**config.mk**
```make
export PLATFORM = sky130hd
export DESIGN_NAME = irq_arbiter
export DESIGN_NICKNAME = d
export VERILOG_FILES = /design/src/rtl/irq_pkg.sv /design/src/rtl/irq_regs.sv /design/src/rtl/irq_src_flags.sv /design/src/rtl/irq_pick.sv /design/src/rtl/irq_level_stack.sv /design/src/rtl/irq_arbiter.sv
export SDC_FILE = /design/constraint.sdc
export NUM_CORES = 1
export LEC_CHECK = 0
export CAP_MARGIN = 20
export CORE_UTILIZATION = 51
export DETAILED_ROUTE_END_ITERATION = 8
export PLACE_DENSITY = 0.91
export SYNTH_ARGS = -nofsm -noshare
export SYNTH_HDL_FRONTEND = slang
export SYNTH_SLANG_ARGS = --single-unit
```
**constraint.sdc**
```tcl
create_clock -name clk -period 4.3 [get_ports clk]
set_input_delay 0.86 -clock clk [delete_from_list [all_inputs] [get_ports clk]]
set_output_delay 0.86 -clock clk [all_outputs]
set_load 0.02 [all_outputs]
```
**src/rtl/irq_pkg.sv**
```systemverilog
package irq_pkg;

    // number of interrupt sources and index width
    localparam int unsigned NSRC  = 5;
    localparam int unsigned SRC_W = $clog2(NSRC);
    // external pins and timers alternate: ext k -> 2k, timer k -> 2k+1
    localparam int unsigned NEXT  = 2;
    localparam int unsigned NTMR  = 2;
    localparam int unsigned SER_IDX = NSRC - 1;

    typedef enum logic [1:0] {
        RA_EN   = 2'd0,
        RA_PRI  = 2'd1,
        RA_TRIG = 2'd2,
        RA_NONE = 2'd3
    } reg_addr_e;

    typedef struct packed {
        logic [NSRC-1:0] en;
        logic            gen;
        logic [NSRC-1:0] pri;
        logic [NEXT-1:0] edge_mode;
    } irq_cfg_t;

endpackage

```
**src/rtl/irq_regs.sv**
```systemverilog
module irq_regs
    import irq_pkg::*;
#(
    parameter int unsigned DATA_W = 8
) (
    input  logic              clk,
    input  logic              rst_n,
    input  logic              we,
    input  logic [1:0]        addr,
    input  logic [DATA_W-1:0] wdata,
    output logic [DATA_W-1:0] rdata,
    output irq_cfg_t          cfg
);

    localparam int unsigned GEN_BIT = DATA_W - 1;

    irq_cfg_t cfg_d, cfg_q;

    always_comb begin
        cfg_d = cfg_q;
        if (we) begin
            unique case (reg_addr_e'(addr))
                RA_EN: begin
                    cfg_d.en  = wdata[NSRC-1:0];
                    cfg_d.gen = wdata[GEN_BIT];
                end
                RA_PRI:  cfg_d.pri       = wdata[NSRC-1:0];
                RA_TRIG: cfg_d.edge_mode = wdata[NEXT-1:0];
                default: ;
            endcase
        end
    end

    always_comb begin
        rdata = '0;
        unique case (reg_addr_e'(addr))
            RA_EN: begin
                rdata[NSRC-1:0] = cfg_q.en;
                rdata[GEN_BIT]  = cfg_q.gen;
            end
            RA_PRI:  rdata[NSRC-1:0] = cfg_q.pri;
            RA_TRIG: rdata[NEXT-1:0] = cfg_q.edge_mode;
            default: rdata = '0;
        endcase
    end

    always_ff @(posedge clk or negedge rst_n) begin
        if (!rst_n) cfg_q <= '0;
        else        cfg_q <= cfg_d;
    end

    assign cfg = cfg_q;

    logic unused_wdata;
    assign unused_wdata = ^wdata[GEN_BIT-1:NSRC];

    assert_en_write_R2: assert property (@(posedge clk) disable iff (!rst_n)
        (we && addr == RA_EN) |=> (cfg_q.en == $past(wdata[NSRC-1:0]) && cfg_q.gen == $past(wdata[GEN_BIT])));

    assert_pri_write_R2: assert property (@(posedge clk) disable iff (!rst_n)
        (we && addr == RA_PRI) |=> (cfg_q.pri == $past(wdata[NSRC-1:0])));

endmodule

```
**src/rtl/irq_src_flags.sv**
```systemverilog
module irq_src_flags
    import irq_pkg::*;
(
    input  logic             clk,
    input  logic             rst_n,
    input  logic [NEXT-1:0]  ext_pin_n,
    input  logic [NTMR-1:0]  tmr_ovf,
    input  logic             ser_flag,
    input  logic [NEXT-1:0]  edge_mode,
    input  logic             poll_stb,
    input  logic             clr_valid,
    input  logic [SRC_W-1:0] clr_idx,
    output logic [NSRC-1:0]  snap
);

    typedef struct packed {
        logic [NEXT-1:0] pin;
        logic [NEXT-1:0] eflag;
        logic [NTMR-1:0] tflag;
        logic [NSRC-1:0] snap;
    } flag_state_t;

    localparam flag_state_t FLAG_RST = '{pin: '1, eflag: '0, tflag: '0, snap: '0};

    flag_state_t st_d, st_q;
    logic [NSRC-1:0] raw;
    logic [NEXT-1:0] fall;

    always_comb begin
        fall = st_q.pin & ~ext_pin_n;
        raw  = '0;
        for (int k = 0; k < NEXT; k++) begin
            raw[2*k] = edge_mode[k] ? st_q.eflag[k] : ~st_q.pin[k];
        end
        for (int k = 0; k < NTMR; k++) begin
            raw[2*k+1] = st_q.tflag[k];
        end
        raw[SER_IDX] = ser_flag;
    end

    always_comb begin
        st_d     = st_q;
        st_d.pin = ext_pin_n;
        for (int k = 0; k < NEXT; k++) begin
            if (!edge_mode[k]) begin
                st_d.eflag[k] = 1'b0;
            end else begin
                if (clr_valid && clr_idx == SRC_W'(2*k)) st_d.eflag[k] = 1'b0;
                if (fall[k])                            st_d.eflag[k] = 1'b1;
            end
        end
        for (int k = 0; k < NTMR; k++) begin
            if (clr_valid && clr_idx == SRC_W'(2*k+1)) st_d.tflag[k] = 1'b0;
            if (tmr_ovf[k])                           st_d.tflag[k] = 1'b1;
        end
        if (poll_stb) st_d.snap = raw;
        if (clr_valid) begin
            for (int i = 0; i < NSRC; i++) begin
                if (clr_idx == SRC_W'(i)) st_d.snap[i] = 1'b0;
            end
        end
    end

    always_ff @(posedge clk or negedge rst_n) begin
        if (!rst_n) st_q <= FLAG_RST;
        else        st_q <= st_d;
    end

    assign snap = st_q.snap;

    assert_snap_hold_R10: assert property (@(posedge clk) disable iff (!rst_n)
        (!poll_stb && !clr_valid) |=> $stable(snap));

    assert_set_wins_R12: assert property (@(posedge clk) disable iff (!rst_n)
        tmr_ovf[0] |=> st_q.tflag[0]);

    assert_edge_hold_R13: assert property (@(posedge clk) disable iff (!rst_n)
        (edge_mode[0] && st_q.eflag[0] && !(clr_valid && clr_idx == '0)) |=> (st_q.eflag[0] || !edge_mode[0]));

endmodule

```
**src/rtl/irq_pick.sv**
```systemverilog
module irq_pick #(
    parameter int unsigned N     = 5,
    parameter int unsigned IDX_W = $clog2(N)
) (
    input  logic [N-1:0]     req,
    output logic             valid,
    output logic [IDX_W-1:0] idx
);

    always_comb begin
        valid = 1'b0;
        idx   = '0;
        for (int i = N - 1; i >= 0; i--) begin
            if (req[i]) begin
                valid = 1'b1;
                idx   = IDX_W'(i);
            end
        end
    end

endmodule

```
**src/rtl/irq_level_stack.sv**
```systemverilog
module irq_level_stack (
    input  logic       clk,
    input  logic       rst_n,
    input  logic       push_valid,
    input  logic       push_hi,
    input  logic       pop,
    output logic [1:0] active
);

    typedef struct packed {
        logic [1:0] act;
    } lvl_state_t;

    lvl_state_t st_d, st_q;

    always_comb begin
        st_d = st_q;
        if (pop) begin
            if (st_q.act[1]) st_d.act[1] = 1'b0;
            else             st_d.act[0] = 1'b0;
        end
        if (push_valid) st_d.act[push_hi] = 1'b1;
    end

    always_ff @(posedge clk or negedge rst_n) begin
        if (!rst_n) st_q <= '0;
        else        st_q <= st_d;
    end

    assign active = st_q.act;

    assert_no_push_in_hi_R8: assert property (@(posedge clk) disable iff (!rst_n)
        push_valid |-> !st_q.act[1]);

    assert_lo_no_nest_R7: assert property (@(posedge clk) disable iff (!rst_n)
        (push_valid && !push_hi) |-> !st_q.act[0]);

    assert_pop_order_R9: assert property (@(posedge clk) disable iff (!rst_n)
        (pop && !push_valid && st_q.act[1]) |=> (!st_q.act[1] && st_q.act[0] == $past(st_q.act[0])));

endmodule

```
**src/rtl/irq_arbiter.sv**
```systemverilog
module irq_arbiter
    import irq_pkg::*;
#(
    parameter int unsigned DATA_W     = 8,
    parameter int unsigned VEC_W      = 16,
    parameter int unsigned VEC_BASE   = 3,
    parameter int unsigned VEC_STRIDE = 8
) (
    input  logic              clk,
    input  logic              rst_n,
    input  logic [1:0]        ext_pin_n,
    input  logic [1:0]        tmr_ovf,
    input  logic              ser_flag,
    input  logic              poll_stb,
    input  logic              reg_we,
    input  logic [1:0]        reg_addr,
    input  logic [DATA_W-1:0] reg_wdata,
    output logic [DATA_W-1:0] reg_rdata,
    input  logic              cpu_take,
    input  logic              reti,
    output logic              irq_req,
    output logic [VEC_W-1:0]  irq_vec,
    output logic [NSRC-1:0]   ack_src
);

    irq_cfg_t          cfg;
    logic [NSRC-1:0]   snap;
    logic [NSRC-1:0]   elig;
    logic [NSRC-1:0]   lvl_req [2];
    logic [1:0]        lvl_valid;
    logic [SRC_W-1:0]  lvl_idx [2];
    logic [1:0]        active;
    logic              win_valid;
    logic              win_hi;
    logic [SRC_W-1:0]  win_idx;
    logic              take;

    irq_regs #(.DATA_W(DATA_W)) u_regs (
        .clk   (clk),
        .rst_n (rst_n),
        .we    (reg_we),
        .addr  (reg_addr),
        .wdata (reg_wdata),
        .rdata (reg_rdata),
        .cfg   (cfg)
    );

    irq_src_flags u_flags (
        .clk       (clk),
        .rst_n     (rst_n),
        .ext_pin_n (ext_pin_n),
        .tmr_ovf   (tmr_ovf),
        .ser_flag  (ser_flag),
        .edge_mode (cfg.edge_mode),
        .poll_stb  (poll_stb),
        .clr_valid (take),
        .clr_idx   (win_idx),
        .snap      (snap)
    );

    assign elig       = snap & cfg.en & {NSRC{cfg.gen}};
    assign lvl_req[0] = elig & ~cfg.pri;
    assign lvl_req[1] = elig & cfg.pri;

    for (genvar g = 0; g < 2; g++) begin : g_level
        irq_pick #(.N(NSRC), .IDX_W(SRC_W)) u_pick (
            .req   (lvl_req[g]),
            .valid (lvl_valid[g]),
            .idx   (lvl_idx[g])
        );
    end

    always_comb begin
        win_valid = 1'b0;
        win_hi    = 1'b0;
        win_idx   = '0;
        if (!active[1] && lvl_valid[1]) begin
            win_valid = 1'b1;
            win_hi    = 1'b1;
            win_idx   = lvl_idx[1];
        end else if (!active[1] && !active[0] && lvl_valid[0]) begin
            win_valid = 1'b1;
            win_idx   = lvl_idx[0];
        end
    end

    assign take    = cpu_take && win_valid;
    assign irq_req = win_valid;
    assign irq_vec = win_valid ? (VEC_W'(VEC_BASE) + VEC_W'(win_idx) * VEC_W'(VEC_STRIDE)) : '0;

    irq_level_stack u_stack (
        .clk        (clk),
        .rst_n      (rst_n),
        .push_valid (take),
        .push_hi    (win_hi),
        .pop        (reti),
        .active     (active)
    );

    logic [NSRC-1:0] ack_d, ack_q;

    always_comb begin
        ack_d = '0;
        if (take) ack_d[win_idx] = 1'b1;
    end

    always_ff @(posedge clk or negedge rst_n) begin
        if (!rst_n) ack_q <= '0;
        else        ack_q <= ack_d;
    end

    assign ack_src = ack_q;

    assert_master_mask_R3: assert property (@(posedge clk) disable iff (!rst_n)
        !cfg.gen |-> !irq_req);

    assert_hi_block_R8: assert property (@(posedge clk) disable iff (!rst_n)
        active[1] |-> !irq_req);

    assert_lo_only_hi_R7: assert property (@(posedge clk) disable iff (!rst_n)
        (active[0] && irq_req) |-> (elig & cfg.pri) != '0);

    assert_ack_onehot_R11: assert property (@(posedge clk) disable iff (!rst_n)
        $onehot0(ack_src));

    assert_ack_after_take_R11: assert property (@(posedge clk) disable iff (!rst_n)
        (ack_src != '0) |-> $past(cpu_take && irq_req));

    assert_vec_shape_R4: assert property (@(posedge clk) disable iff (!rst_n)
        irq_req |-> (irq_vec >= VEC_W'(VEC_BASE) && irq_vec < VEC_W'(VEC_BASE + NSRC * VEC_STRIDE)));

endmodule

```
==> impl_metrics.yaml, run 1 <==
run_status:
  status: "complete, no violations"
placement:
  post-dp-hpwl_um: 2579
  portBuffers: 35
  place.gp.congestion: 0.8680
  dpl_cell_area_um2: 2102
  placed_cells: 238
synthesis:
  yosysTopAreaCell: "dfrtp_1"
  yosys_warnings: 0
  yosys.area.top_type_share: 0.4085
  syn_area_per_cell_um2: 10.90
  synth_edf_count: 0
  synth-seq-cells: 31
  synth_flop_cell: "dfrtp_1"
  synthDistinctLibCells: 46
  seq_area_frac_synth: 0.4380
  synthCells: 163
  synth.area.top_cells: "dfrtp_1 41%, mux2_2 8.2%, buf_4 6.3%"
  synth_area_um2: 1777
  async_flop_share: 1.000
route:
  drt-initial-drc-count: 41
  via_count: 1328
  wire_per_inst_um: 14.30
  finalWirelength_um: 3518
  drt_pass1_iterations: 4
  via_per_inst: 5.398
  drc_errors: 0
  antenna_left: 0
layout:
  nFillCells: 286
  drive_above_1_share: 0.1850
  n_antenna_cell: 0
  fin_area_um2: 2175
  nets: 220
  layout_commonest_cell: "clkdlybuf4s50_1"
  final_cells: 246
  syn2layout_area_growth_pct: 22.39
  post-route-util: 0.6517
  most-common-layout-cells: "35 x clkdlybuf4s50_1, 29 x dfrtp_1, 13 x mux2_2, 13 x conb_1, 11 x nand2_1"
worst_hold_path:
  hp-class: "reg -> reg"
  min_path_cells: 2
floorplanning:
  ioPinCount: 51
  core_area_um2: 3337
  die_w_um: 61.03
  row_count: 21
  die-area_um2: 3724
  die_h_um: 61.03
  start_util: 0.5324
critical_path:
  crit_type: "reg -> out"
  cp-end-kind: "primary output"
  arrival_ns: 2.64
  worst-endpoint-required_ns: 3.44
  cp_max_fo: 16
  rr_worst_depth: 5
  startpoint_type: "register"
grt:
  antenna_found_initial: 0
  grt_pass1_wl_um: 5713
  grt_max_degree: 32
  track_usage: 0.2160
  grt-ovfl-total: 0
  grt_pass1_vias: 1208
power:
  clkPwrFrac: 0.191
  swShare: 0.3950
  p_per_area_nw_per_um2: 488.7
  vdd_drop_max_mv: 0.2808
  switchingPower_uw: 419.8
  p_seq_frac: 0.401
  leakagePower_uw: 0.0009359
  p_comb_frac: 0.408
  internal_power_uw: 643.0
clocking:
  cts_buffers: 5
  clock-root-buffer: "clkbuf_4"
  cts.sinks: 31
  h-tree-depth: 2
  insertion_delay_ns: 0.34
  ctsResizeCount: 0
  cts_tree: "done"
  postCtsHoldBufs: 0
  clockBufferDepth: 2
  path_clk_slew_ns: 0.11
  cts_setup_buffers: 0
sta:
  hold_slack_ns: 0.5796
  fin_crit_sh: 0.8133
  rsz0062_at_grt: "no"
  skew_ns: 0.009072
  tightest_slew_ns: 0.5582
  slew_viol_final: 0
  finalSetupViolCount: 0
  final-hold-violation-count: 0
  slew_headroom: 0.6279
  fin_setup_tns_ns: 0
  fmax_ghz: 0.2860
  min_period_ns: 3.497
flow_run:
  maxCapViolCount: 0
[logic make-up (layout without fill, tap and decap cells)]
| family | count (synthesis) | after routing | synth area share |
|---|---|---|---|
| muxes | 21 | 21 | 0.1275 |
| DFF | 31 | 31 | 0.4380 |
| AOI/OAI and AO/OA | 34 | 34 | 0.1563 |
| other | 1 | 13 | 0.002111 |
| and+or+nand+nor | 52 | 52 | 0.1894 |
| buffers and inverters | 24 | 49 | 0.08662 |
[layer usage]
metal	track usage	routed length, um
met5	0	0
met4	0.1006	78
met3	0.06513	236
met2	0.3292	1583
met1	0.2825	1620
[critical path: stages (launching register included)]
cell,delay (ns)
dfrtp_1,0.68
and4b_1,0.29
o2111ai_1,0.24
o31ai_4,0.41
clkdlybuf4s50_1,0.68
[power by group through the flow]
stage                     Sequential, uW  Combinational [uW]  Clock, uW
after floorplan                      413                 313          0
after global placement               424                 429          0
after detailed placement             430                 435          0
after CTS                            424                 437        206
after global routing                 436                 476        220
final                                426                 434        203
[final cells by class]
cell class | instances | area (um2) | share of cell area
clock inverter | 1 | 7.507 | 0.003452
timing repair buffer | 36 | 357.8 | 0.1646
sequential | 31 | 778.2 | 0.3579
inverter | 5 | 18.77 | 0.008631
tap | 46 | 57.56 | 0.02647
multi-input combinational | 120 | 889.6 | 0.4091
clock buffer | 7 | 65.06 | 0.02992
[registers in the layout, summed over array words and instances, names as in the netlist]
register / flops
u_flags.snap: 5
u_regs.cfg: 13
u_flags.st_q: 4
ack_src: 5
u_stack.active: 2
u_flags.raw: 2
[synth_stat cells (2+ instances only)]
master,instances
a21oi_1,3
a31oi_1,6
and2_1,3
and3_1,3
and4b_1,2
buf_4,15
clkbuf_1,2
dfrtp_1,29
dfstp_2,2
inv_1,5
mux2_2,13
mux2i_1,8
nand2_1,11
nand2b_1,2
nand3_1,2
nand4_1,4
nand4b_1,4
nor2_1,8
nor2b_1,3
o211ai_1,2
o21ai_0,9
o31ai_1,3
[stage by stage]
stage / power (uW) / setup slack (ns)
after floorplan: 726.8 / 1.694
after global placement: 852.7 / 0.8615
after detailed placement: 864.2 / 0.8490
after CTS: 1067 / 0.8131
after global routing: 1132 / 0.6606
final: 1063 / 0.8030
[final timing paths]
check	from	to	slack (ns)
hold / removal	u_flags.raw[3]$_DFFE_PN0P_	u_flags.snap[3]$_DFF_PN0_	0.58
setup / recovery	u_regs.cfg[7]$_DFFE_PN0P_	irq_vec[4]	0.80
setup reg to reg	u_regs.cfg[7]$_DFFE_PN0P_	u_flags.st_q[7]$_DFFE_PN0P_	2.25
min in group asynchronous	rst_n	u_flags.snap[3]$_DFF_PN0_	0.90
hold reg to reg	u_flags.raw[3]$_DFFE_PN0P_	u_flags.snap[3]$_DFF_PN0_	0.58
max in group asynchronous	rst_n	u_flags.st_q[10]$_DFF_PN1_	3.08
Note: power is estimated with default switching activity, not from simulation.
==> run 2, diff against run 1 <==
Settings changed: CORE_UTILIZATION 51 to 43, PLACE_DENSITY 0.91 to 0.82.
Clock period 4.3 ns to 2.9 ns, I/O delays scaled along.
==> impl_metrics.yaml, run 2 (synthesis results as in run 1) <==
critical_path:
  startpoint_type: "primary input"
  crit_type: "in -> out"
  arrival_ns: 2.20
  r2r_slack_ns: 0.93
  cp_max_fo: 5
  r2r-start: "u_regs.cfg[7]$_DFFE_PN0P_"
  cp-end-kind: "primary output"
  rr_worst_depth: 7
  crit_end: "reg_rdata[0]"
  crit_path_start: "reg_addr[1]"
  timing.rr.end: "u_flags.st_q[7]$_DFFE_PN0P_"
  worst-endpoint-required_ns: 2.32
route:
  drc_errors: 0
  antenna_left: 0
  wl_met3_um: 208
  highest_layer: "met4"
  drt-initial-drc-count: 78
  via_count: 1360
  via_per_inst: 5.333
  wire_per_inst_um: 14.62
  met2_length_um: 1761
  wirelength_met1_um: 1722
  drt_pass1_iterations: 6
  finalWirelength_um: 3728
sta:
  fin_setup_tns_ns: 0
  slew_viol_final: 0
  slew_headroom: 0.5983
  min_period_ns: 2.785
  fin_crit_sh: 0.9603
  final-hold-violation-count: 0
  rsz0062_at_grt: "no"
  tightest_slew_ns: 0.6026
  finalSetupViolCount: 0
  skew_ns: 0.005150
  fmax_ghz: 0.3591
clocking:
  postCtsHoldBufs: 0
  h-tree-depth: 2
  clockBufferDepth: 2
  clock-root-buffer: "clkbuf_8"
  insertion_delay_ns: 0.28
  cts_tree: "done"
  cts_setup_buffers: 0
  path_clk_slew_ns: 0.06
  cts.sinks: 31
  cts_buffers: 5
power:
  internal_power_uw: 1041
  leakagePower_uw: 0.001045
  clkPwrFrac: 0.219
  p_comb_frac: 0.404
  switchingPower_uw: 634.4
  p_seq_frac: 0.377
  vdd_drop_max_mv: 0.3507
  swShare: 0.3786
  p_per_area_nw_per_um2: 736.9
placement:
  placed_cells: 247
  place.gp.congestion: 0.8700
  post-dp-hpwl_um: 2782
  portBuffers: 35
floorplanning:
  die-area_um2: 4393
  start_util: 0.4474
  die_h_um: 66.28
  ioPinCount: 51
  die_w_um: 66.28
  core_area_um2: 3971
  row_count: 23
layout:
  drive_above_1_share: 0.2146
  most-common-layout-cells: "29 x clkdlybuf4s50_1, 28 x dfrtp_1, 13 x mux2_2, 13 x conb_1, 11 x nand2_1"
  post-route-util: 0.5725
  nFillCells: 373
  nets: 225
  seq_area_um2: 779.5
  largest_reg_flops: 13
  layout_commonest_cell: "clkdlybuf4s50_1"
  n_antenna_cell: 0
  multi_input_area_um2: 905.9
  final_cells: 255
  syn2layout_area_growth_pct: 27.96
grt:
  track_usage: 0.1888
  antenna_found_initial: 0
  grt_pass1_wl_um: 6106
  grt_pass1_vias: 1291
  grt_max_degree: 32
  grt-ovfl-total: 0
run_status:
  status: "complete, no violations"
flow_run:
  maxCapViolCount: 0
worst_hold_path:
  hp-class: "reg -> reg"
[run 2: cell types whose count changed in the layout (fill, tap and decap cells not counted), moves of 5 or more]
cell and change:
clkdlybuf4s50_1 -6, dlymetal6s2s_1 +5, clkbuf_4 -5, clkbuf_8 +5
buf_4 +5
[run 2: how the worst min path moves through the flow]
stage / start / endpoint / cells past startpoint / slack [ns]
2_1_floorplan: rst_n / ack_src[0]$_DFF_PN0_ / 0 / 0.28
3_3_place_gp: u_flags.raw[3]$_DFFE_PN0P_ / u_flags.raw[3]$_DFFE_PN0P_ / 2 / 0.54
3_5_place_dp: u_flags.raw[3]$_DFFE_PN0P_ / u_flags.raw[3]$_DFFE_PN0P_ / 2 / 0.55
4_1_cts: u_flags.raw[3]$_DFFE_PN0P_ / u_flags.raw[3]$_DFFE_PN0P_ / 2 / 0.56
5_1_grt: u_flags.raw[3]$_DFFE_PN0P_ / u_flags.raw[3]$_DFFE_PN0P_ / 2 / 0.57
6_report: u_flags.raw[3]$_DFFE_PN0P_ / u_flags.raw[3]$_DFFE_PN0P_ / 2 / 0.56
[run 2: area by class of cell]
type	instances	share of cell area
Multi-Input combinational cell	120	0.3985
Sequential cell	31	0.3429
Timing Repair Buffer	41	0.1789
Clock buffer	8	0.04403
Tap cell	50	0.02752
Inverter	5	0.008255
[run 2: critical path, stage by stage]
cell             delay [ns]
clkdlybuf4s50_1        0.55
nor2b_1                0.26
nand2_1                0.07
o21ai_0                0.10
clkdlybuf4s50_1        0.64
[run 2: power by group through the flow]
stage / registers, uW / logic [uW] / clock network, uW
after floorplan: 613 / 465 / 0
after global placement: 630 / 660 / 0
after detailed placement: 634 / 670 / 0
after CTS: 628 / 672 / 376
after global routing: 645 / 730 / 398
final: 632 / 677 / 367
[run 2: metrics by stage]
stage / power (uW) / hold WS, ns / cell area [um2] / setup slack (ns)
after global routing: 1773 / 0.5730 / 2273 / 0.05900
final: 1675 / 0.5595 / 2273 / 0.1152
after global placement: 1290 / 0.5400 / 2145 / 0.1500
after CTS: 1677 / 0.5610 / 2250 / -0.008631
after detailed placement: 1303 / 0.5511 / 2145 / 0.1309
after floorplan: 1078 / 0.2844 / 1822 / 0.5907
[run 2: routing by layer]
layer,track usage,up-vias
li1,-,654
met4,0.06383,0
met5,0,-
met3,0.04310,5
met1,0.2503,654
met2,0.3010,47
[run 2: timing repair]
item | in CTS | in global routing
pin swaps | 0 | 0
endpoints found under the setup margin | 6 | 5
resized for setup | 3 | 7
endpoints found under the hold margin | 0 | 0
==> run 3, diff against run 2 <==
Settings changed: ABC_AREA from default to 0.
==> results of run 3 <==
Same layout as run 2: the final DEF is identical, and so are final timing and power.
